==> src/rtl/rstc_pkg.sv <==
package rstc_pkg;
  localparam int ADDR_W = 2;
  localparam int NPROT  = 2;
  localparam logic [ADDR_W-1:0] A_SCRATCH = 2'd0;
  localparam logic [ADDR_W-1:0] A_STATUS  = 2'd1;
  localparam logic [ADDR_W-1:0] A_PROT0   = 2'd2; // refresh period, then rtc value
endpackage

==> src/rtl/rstc_sync.sv <==
module rstc_sync #(
  parameter int STAGES = 2
) (
  input  logic clk_i,
  input  logic rst_ni,
  output logic rst_no
);
  logic [STAGES-1:0] q;

  always_ff @(posedge clk_i or negedge rst_ni) begin
    if (!rst_ni) q <= '0;
    else         q <= {q[STAGES-2:0], 1'b1};
  end

  assign rst_no = q[STAGES-1];
endmodule

==> src/rtl/rstc_regs.sv <==
module rstc_regs
  import rstc_pkg::*;
#(
  parameter int DW = 8
) (
  input  logic                      clk_i,
  input  logic                      sys_rst_ni,
  input  logic                      por_rst_ni,
  input  logic                      wr_en_i,
  input  logic [ADDR_W-1:0]         addr_i,
  input  logic [DW-1:0]             wdata_i,
  output logic [DW-1:0]             rdata_o,
  output logic [DW-1:0]             scratch_o,
  output logic                      cold_o,
  output logic [NPROT-1:0][DW-1:0]  prot_o
);
  logic [DW-1:0] scratch_q;
  logic [DW-1:1] flags_q;
  logic          cold_q;
  logic          wr_ok;

  assign wr_ok = wr_en_i & sys_rst_ni;

  always_ff @(posedge clk_i or negedge sys_rst_ni) begin
    if (!sys_rst_ni) begin
      scratch_q <= '0;
      flags_q   <= '0;
    end else if (wr_en_i) begin
      if (addr_i == A_SCRATCH) scratch_q <= wdata_i;
      if (addr_i == A_STATUS)  flags_q   <= wdata_i[DW-1:1];
    end
  end

  // cold flag lives in the power-on domain, write-1-to-clear
  always_ff @(posedge clk_i or negedge por_rst_ni) begin
    if (!por_rst_ni)                                   cold_q <= 1'b1;
    else if (wr_ok && addr_i == A_STATUS && wdata_i[0]) cold_q <= 1'b0;
  end

  for (genvar g = 0; g < NPROT; g++) begin : g_prot
    logic [DW-1:0] val_q;
    always_ff @(posedge clk_i or negedge por_rst_ni) begin
      if (!por_rst_ni)                                      val_q <= '0;
      else if (wr_ok && addr_i == A_PROT0 + ADDR_W'(g))     val_q <= wdata_i;
    end
    assign prot_o[g] = val_q;
  end

  always_comb begin
    rdata_o = '0;
    if (addr_i == A_SCRATCH)     rdata_o = scratch_q;
    else if (addr_i == A_STATUS) rdata_o = {flags_q, cold_q};
    else begin
      for (int k = 0; k < NPROT; k++)
        if (addr_i == A_PROT0 + ADDR_W'(k)) rdata_o = prot_o[k];
    end
  end

  assign scratch_o = scratch_q;
  assign cold_o    = cold_q;
endmodule

==> src/rtl/rst_merge_ctrl.sv <==
module rst_merge_ctrl
  import rstc_pkg::*;
#(
  parameter int DW          = 8,
  parameter int SYNC_STAGES = 2
) (
  input  logic              clk_i,
  input  logic              pwr_on_rst_ni,
  input  logic              pwr_fail_ni,
  input  logic              user_rst_ni,
  input  logic              wr_en_i,
  input  logic [ADDR_W-1:0] addr_i,
  input  logic [DW-1:0]     wdata_i,
  output logic [DW-1:0]     rdata_o,
  output logic              sys_rst_no,
  output logic              por_rst_no,
  output logic              run_o
);
  logic                     any_rst_n;
  logic                     sys_rst_n;
  logic                     por_rst_n;
  logic                     run_q;
  logic [DW-1:0]            scratch;
  logic                     cold;
  logic [NPROT-1:0][DW-1:0] prot;

  // power-on is folded into the system chain so it always dominates
  assign any_rst_n = pwr_on_rst_ni & pwr_fail_ni & user_rst_ni;

  rstc_sync #(.STAGES(SYNC_STAGES)) i_por_sync (
    .clk_i  (clk_i),
    .rst_ni (pwr_on_rst_ni),
    .rst_no (por_rst_n)
  );

  rstc_sync #(.STAGES(SYNC_STAGES)) i_sys_sync (
    .clk_i  (clk_i),
    .rst_ni (any_rst_n),
    .rst_no (sys_rst_n)
  );

  always_ff @(posedge clk_i or negedge sys_rst_n) begin
    if (!sys_rst_n) run_q <= 1'b0;
    else            run_q <= por_rst_n;
  end

  rstc_regs #(.DW(DW)) i_regs (
    .clk_i      (clk_i),
    .sys_rst_ni (sys_rst_n),
    .por_rst_ni (por_rst_n),
    .wr_en_i    (wr_en_i),
    .addr_i     (addr_i),
    .wdata_i    (wdata_i),
    .rdata_o    (rdata_o),
    .scratch_o  (scratch),
    .cold_o     (cold),
    .prot_o     (prot)
  );

  assign sys_rst_no = sys_rst_n;
  assign por_rst_no = por_rst_n;
  assign run_o      = run_q;
endmodule

==> config.mk <==
export PLATFORM = sky130hd
export DESIGN_NAME = rst_merge_ctrl
export DESIGN_NICKNAME = d
export VERILOG_FILES = /design/src/rtl/rstc_pkg.sv /design/src/rtl/rstc_sync.sv /design/src/rtl/rstc_regs.sv /design/src/rtl/rst_merge_ctrl.sv
export SDC_FILE = /design/constraint.sdc
export NUM_CORES = 1
export LEC_CHECK = 0
export ABC_AREA = 1
export BUFFER_PORTS_ARGS = -buffer_cell sky130_fd_sc_hd__buf_2
export CAP_MARGIN = 10
export CELL_PAD_IN_SITES_DETAIL_PLACEMENT = 0
export CELL_PAD_IN_SITES_GLOBAL_PLACEMENT = 2
export CORE_MARGIN = 2
export CORE_UTILIZATION = 30
export DETAILED_ROUTE_END_ITERATION = 6
export GPL_ROUTABILITY_DRIVEN = 0
export HOLD_SLACK_MARGIN = 0.03
export PLACE_DENSITY = 0.72
export SETUP_SLACK_MARGIN = 0.02
export SYNTH_ARGS = -nofsm -noshare
export SYNTH_HDL_FRONTEND = slang
export SYNTH_SLANG_ARGS = --single-unit
==> constraint.sdc <==
create_clock -name clk_i -period 0.8 [get_ports clk_i]
set_input_delay 0.04 -clock clk_i [delete_from_list [all_inputs] [get_ports clk_i]]
set_output_delay 0.04 -clock clk_i [all_outputs]
set_load 0.02 [all_outputs]
==> results.toml <==
[detailed_routing]
routed-wl-met3_um = 184
dr_wl_met2_mm = 2.42
routed_wire_length_per_instance_um = 15.5
routedLengthMet1_mm = 2.37
via_density = 4.68
route.top_layer_used = "met4"
route.antenna.remaining_nets = 0
final_routed_wirelength_across_all_metal_layers_mm = 5.13
post-route-drc-count = 0
dr.first_iter.drc_count = 114
detail_route.first_pass.iterations = 4
dr_total_vias = 1548

[cells_and_area]
finish.net_count = 273
final_layout_size_suffix_gt1_frac = 0.351
post_layout_utilization_of_the_core = 0.438
areaGrowthSynthToFinish_pct = 40.4
fill_cells = 585
antenna_cells_inserted = 0
final-instance-count-excl-fill = 331

[global_route]
grt_max_degree = 18
grt_overflow = 0
antenna_found_initial = 0
first_global_vias = 1551
wire_length_of_the_first_global_routing_pass_mm = 8.13
grt_util_all_layers = 0.175

[status]
outcome = "finished, violations left"
violations = "setup timing"

[worst_setup_path]
arrival_time_at_the_worst_endpoint_ps = 1120
crit_type = "flop to primary output"
critical_path.startpoint = "i_regs.cold_o"
critical_path.reg2reg.endpoint = "i_regs.g_prot[0].val_q[5]"
timing.rr.start = "i_sys_sync.q[1]"
reg2reg_setup_slack_ps = -250
timing.reg2reg.worst_path_depth = 4
worstPathRequired_ps = 760
cp_launch_type = "flop"
cp-end-kind = "primary output"
worstPathMaxFanout = 2

[timing]
hold_violations = 0
final.setup_skew_ps = 3.50
highest_attainable_clock_frequency_mhz = 863
rsz0062_at_grt = "true"
final.setup.tns_ps = -5880
final_period_minus_worst_setup_slack_ps = 1160
final_max_slew_viol_count = 0
timing.final.setup_violations = 28
timing.final.crit_share = 1.45
worst_slack_ps = -359

[synthesis]
muxShareOfSynthArea = 0
synth-adder-area-share = 0
yosys.area_share.simple = 0.385
synthesis.instances = 193
synth_seq_area_share = 0.536
synth-seq-cells = 37
synth.distinct_cells = 20
post_synth.cell_area_avg_sq_um = 8.96
synth-warning-count = 0
combinational_family_with_the_most_area_after_synthesis = "simple AND/OR/NAND/NOR gates"
syn-cell-area_sq_mm = 0.00173
post_synth_xor_area_fraction = 0
synth-compound-area-share = 0.0275

[clock_network]
cts.path.max_buffers = 2
clkTransAtPathRegs_ps = 70
tritoncts_clock_tree = "done"
cts-htree-levels = 2
sink_count = 37
cts_buffers = 5
root_buffer = "sky130_fd_sc_hd__clkbuf_8"
clock_latency_ps = 290

[power]
vdd_drop_max_mv = 0.824
design_power_total_mw = 4.81
leakagePower_nw = 1.21
power.density_mw_per_mm2 = 1980

[floorplanning]
top_level_ports = 26
fp.dieArea_sq_mm = 0.00639
design.core.area_sq_mm = 0.00554
start_util = 0.312
core.rowCount = 27
die_w_um = 79.9
floorplan.die.height_um = 79.9

[job]
timing.max_cap.violations = 0

[placement]
post-place-cells = 306
place.port_buffers = 25
half_perimeter_wire_length_after_detailed_placement_mm = 3.69

[hold_path]
hold_path.class = "input port to async pin"
placed cells by master (no fill, tap or decap), types with 2 or more instances in the layout:
master                          Yosys  layout
sky130_fd_sc_hd__buf_2              0      15
sky130_fd_sc_hd__clkbuf_1           0       2
sky130_fd_sc_hd__conb_1             1       2
sky130_fd_sc_hd__o21ai_1            0       2
sky130_fd_sc_hd__clkbuf_8           1       6
sky130_fd_sc_hd__nand3_2            1       3
sky130_fd_sc_hd__o21ai_2            0       6
sky130_fd_sc_hd__dlygate4sd3_1      0      11
sky130_fd_sc_hd__nor2_8             2       2
sky130_fd_sc_hd__buf_4              2      28
sky130_fd_sc_hd__nand2_2            3      10
sky130_fd_sc_hd__nand4_1            8       8
sky130_fd_sc_hd__nand3_1           32      30
sky130_fd_sc_hd__nand2_1           85      77
sky130_fd_sc_hd__buf_6              4       9
sky130_fd_sc_hd__dfrtp_1           36      34
sky130_fd_sc_hd__inv_2              3       3
layer usage:
metal | GRT usage | vias to the layer above
li1 | - | 765
met1 | 0.230 | 736
met2 | 0.277 | 37
met3 | 0.0362 | 10
met4 | 0.0746 | 0
met5 | 0 | -
Yosys cell counts (all sizes together):
| master | count | area, sq um |
|---|---|---|
| conb | 1 | 3.75 |
| o21ai | 8 | 40.0 |
| dfstp | 1 | 26.3 |
| buf | 6 | 60.1 |
| clkbuf | 1 | 13.8 |
| inv | 3 | 11.3 |
| o21a | 1 | 7.51 |
| nand4 | 9 | 71.3 |
| nand3 | 34 | 188 |
| and3 | 1 | 6.26 |
| nor2 | 3 | 51.3 |
| dfrtp | 36 | 901 |
| nand2 | 89 | 349 |
power breakdown:
group | internal [mW] | switching, mW
registers | 2.16 | 0.182
clock network | 0.703 | 0.668
logic | 0.505 | 0.590
kinds of logic (layout without fill, tap and decap cells):
logic type / Yosys count / in the layout
buffers and inverters: 10 / 75
other: 1 / 2
flip-flops: 37 / 37
AO/OA/AOI/OAI: 9 / 9
AND/OR/NAND/NOR: 136 / 136
metrics by stage:
step / instance area, sq um / setup WS [ps] / hold WS (ps)
final: 2430 / -359 / 59.9
after global routing: 2430 / -404 / 50.1
after CTS: 2380 / -376 / 51.7
after detailed placement: 2060 / -249 / -168
after global placement: 2060 / -235 / -169
after floorplan: 1750 / -307 / -256
final cells by class:
class | instances | area, sq um | share of cell area
clock buffer | 8 | 90.1 | 0.0371
inverter | 3 | 11.3 | 0.00464
multi-input combinational | 147 | 787 | 0.324
sequential | 37 | 932 | 0.384
tap | 72 | 90.1 | 0.0371
timing repair buffer | 64 | 517 | 0.213
worst max path at each step:
stage | to | cells after the start
final | rdata_o[0] | 3
after global placement | i_regs.g_prot[0].val_q[0] | 6
after global routing | rdata_o[0] | 3
after CTS | rdata_o[0] | 3
after floorplan | i_regs.g_prot[1].val_q[0] | 5
after detailed placement | i_regs.g_prot[0].val_q[3] | 6
registers in the layout (all words and copies together) (netlist names):
| signal | flops |
|---|---|
| i_por_sync.q | 2 |
| i_regs.cold_o | 1 |
| i_regs.flags_q | 7 |
| i_regs.g_prot.val_q | 16 |
| i_regs.scratch_o | 8 |
| i_sys_sync.q | 2 |
| run_o | 1 |
worst max-delay path, cell delays in order, from the launching register on:
cell and delay [ps]:
sky130_fd_sc_hd__dfstp_2 550, sky130_fd_sc_hd__nand3_2 70, sky130_fd_sc_hd__nand4_1 80, sky130_fd_sc_hd__buf_4 140
what timing repair did:
| action | in CTS | in global routing |
|---|---|---|
| pin swaps | 12 | 7 |
| setup endpoints to repair | 28 | 28 |
| hold endpoints to repair | 25 | 0 |
| gates cloned | 0 | 0 |
| buffers inserted | 4 | 2 |
| resized for setup | 24 | 12 |
| hold buffers | 11 | 0 |
(Power assumes the default switching activity.)
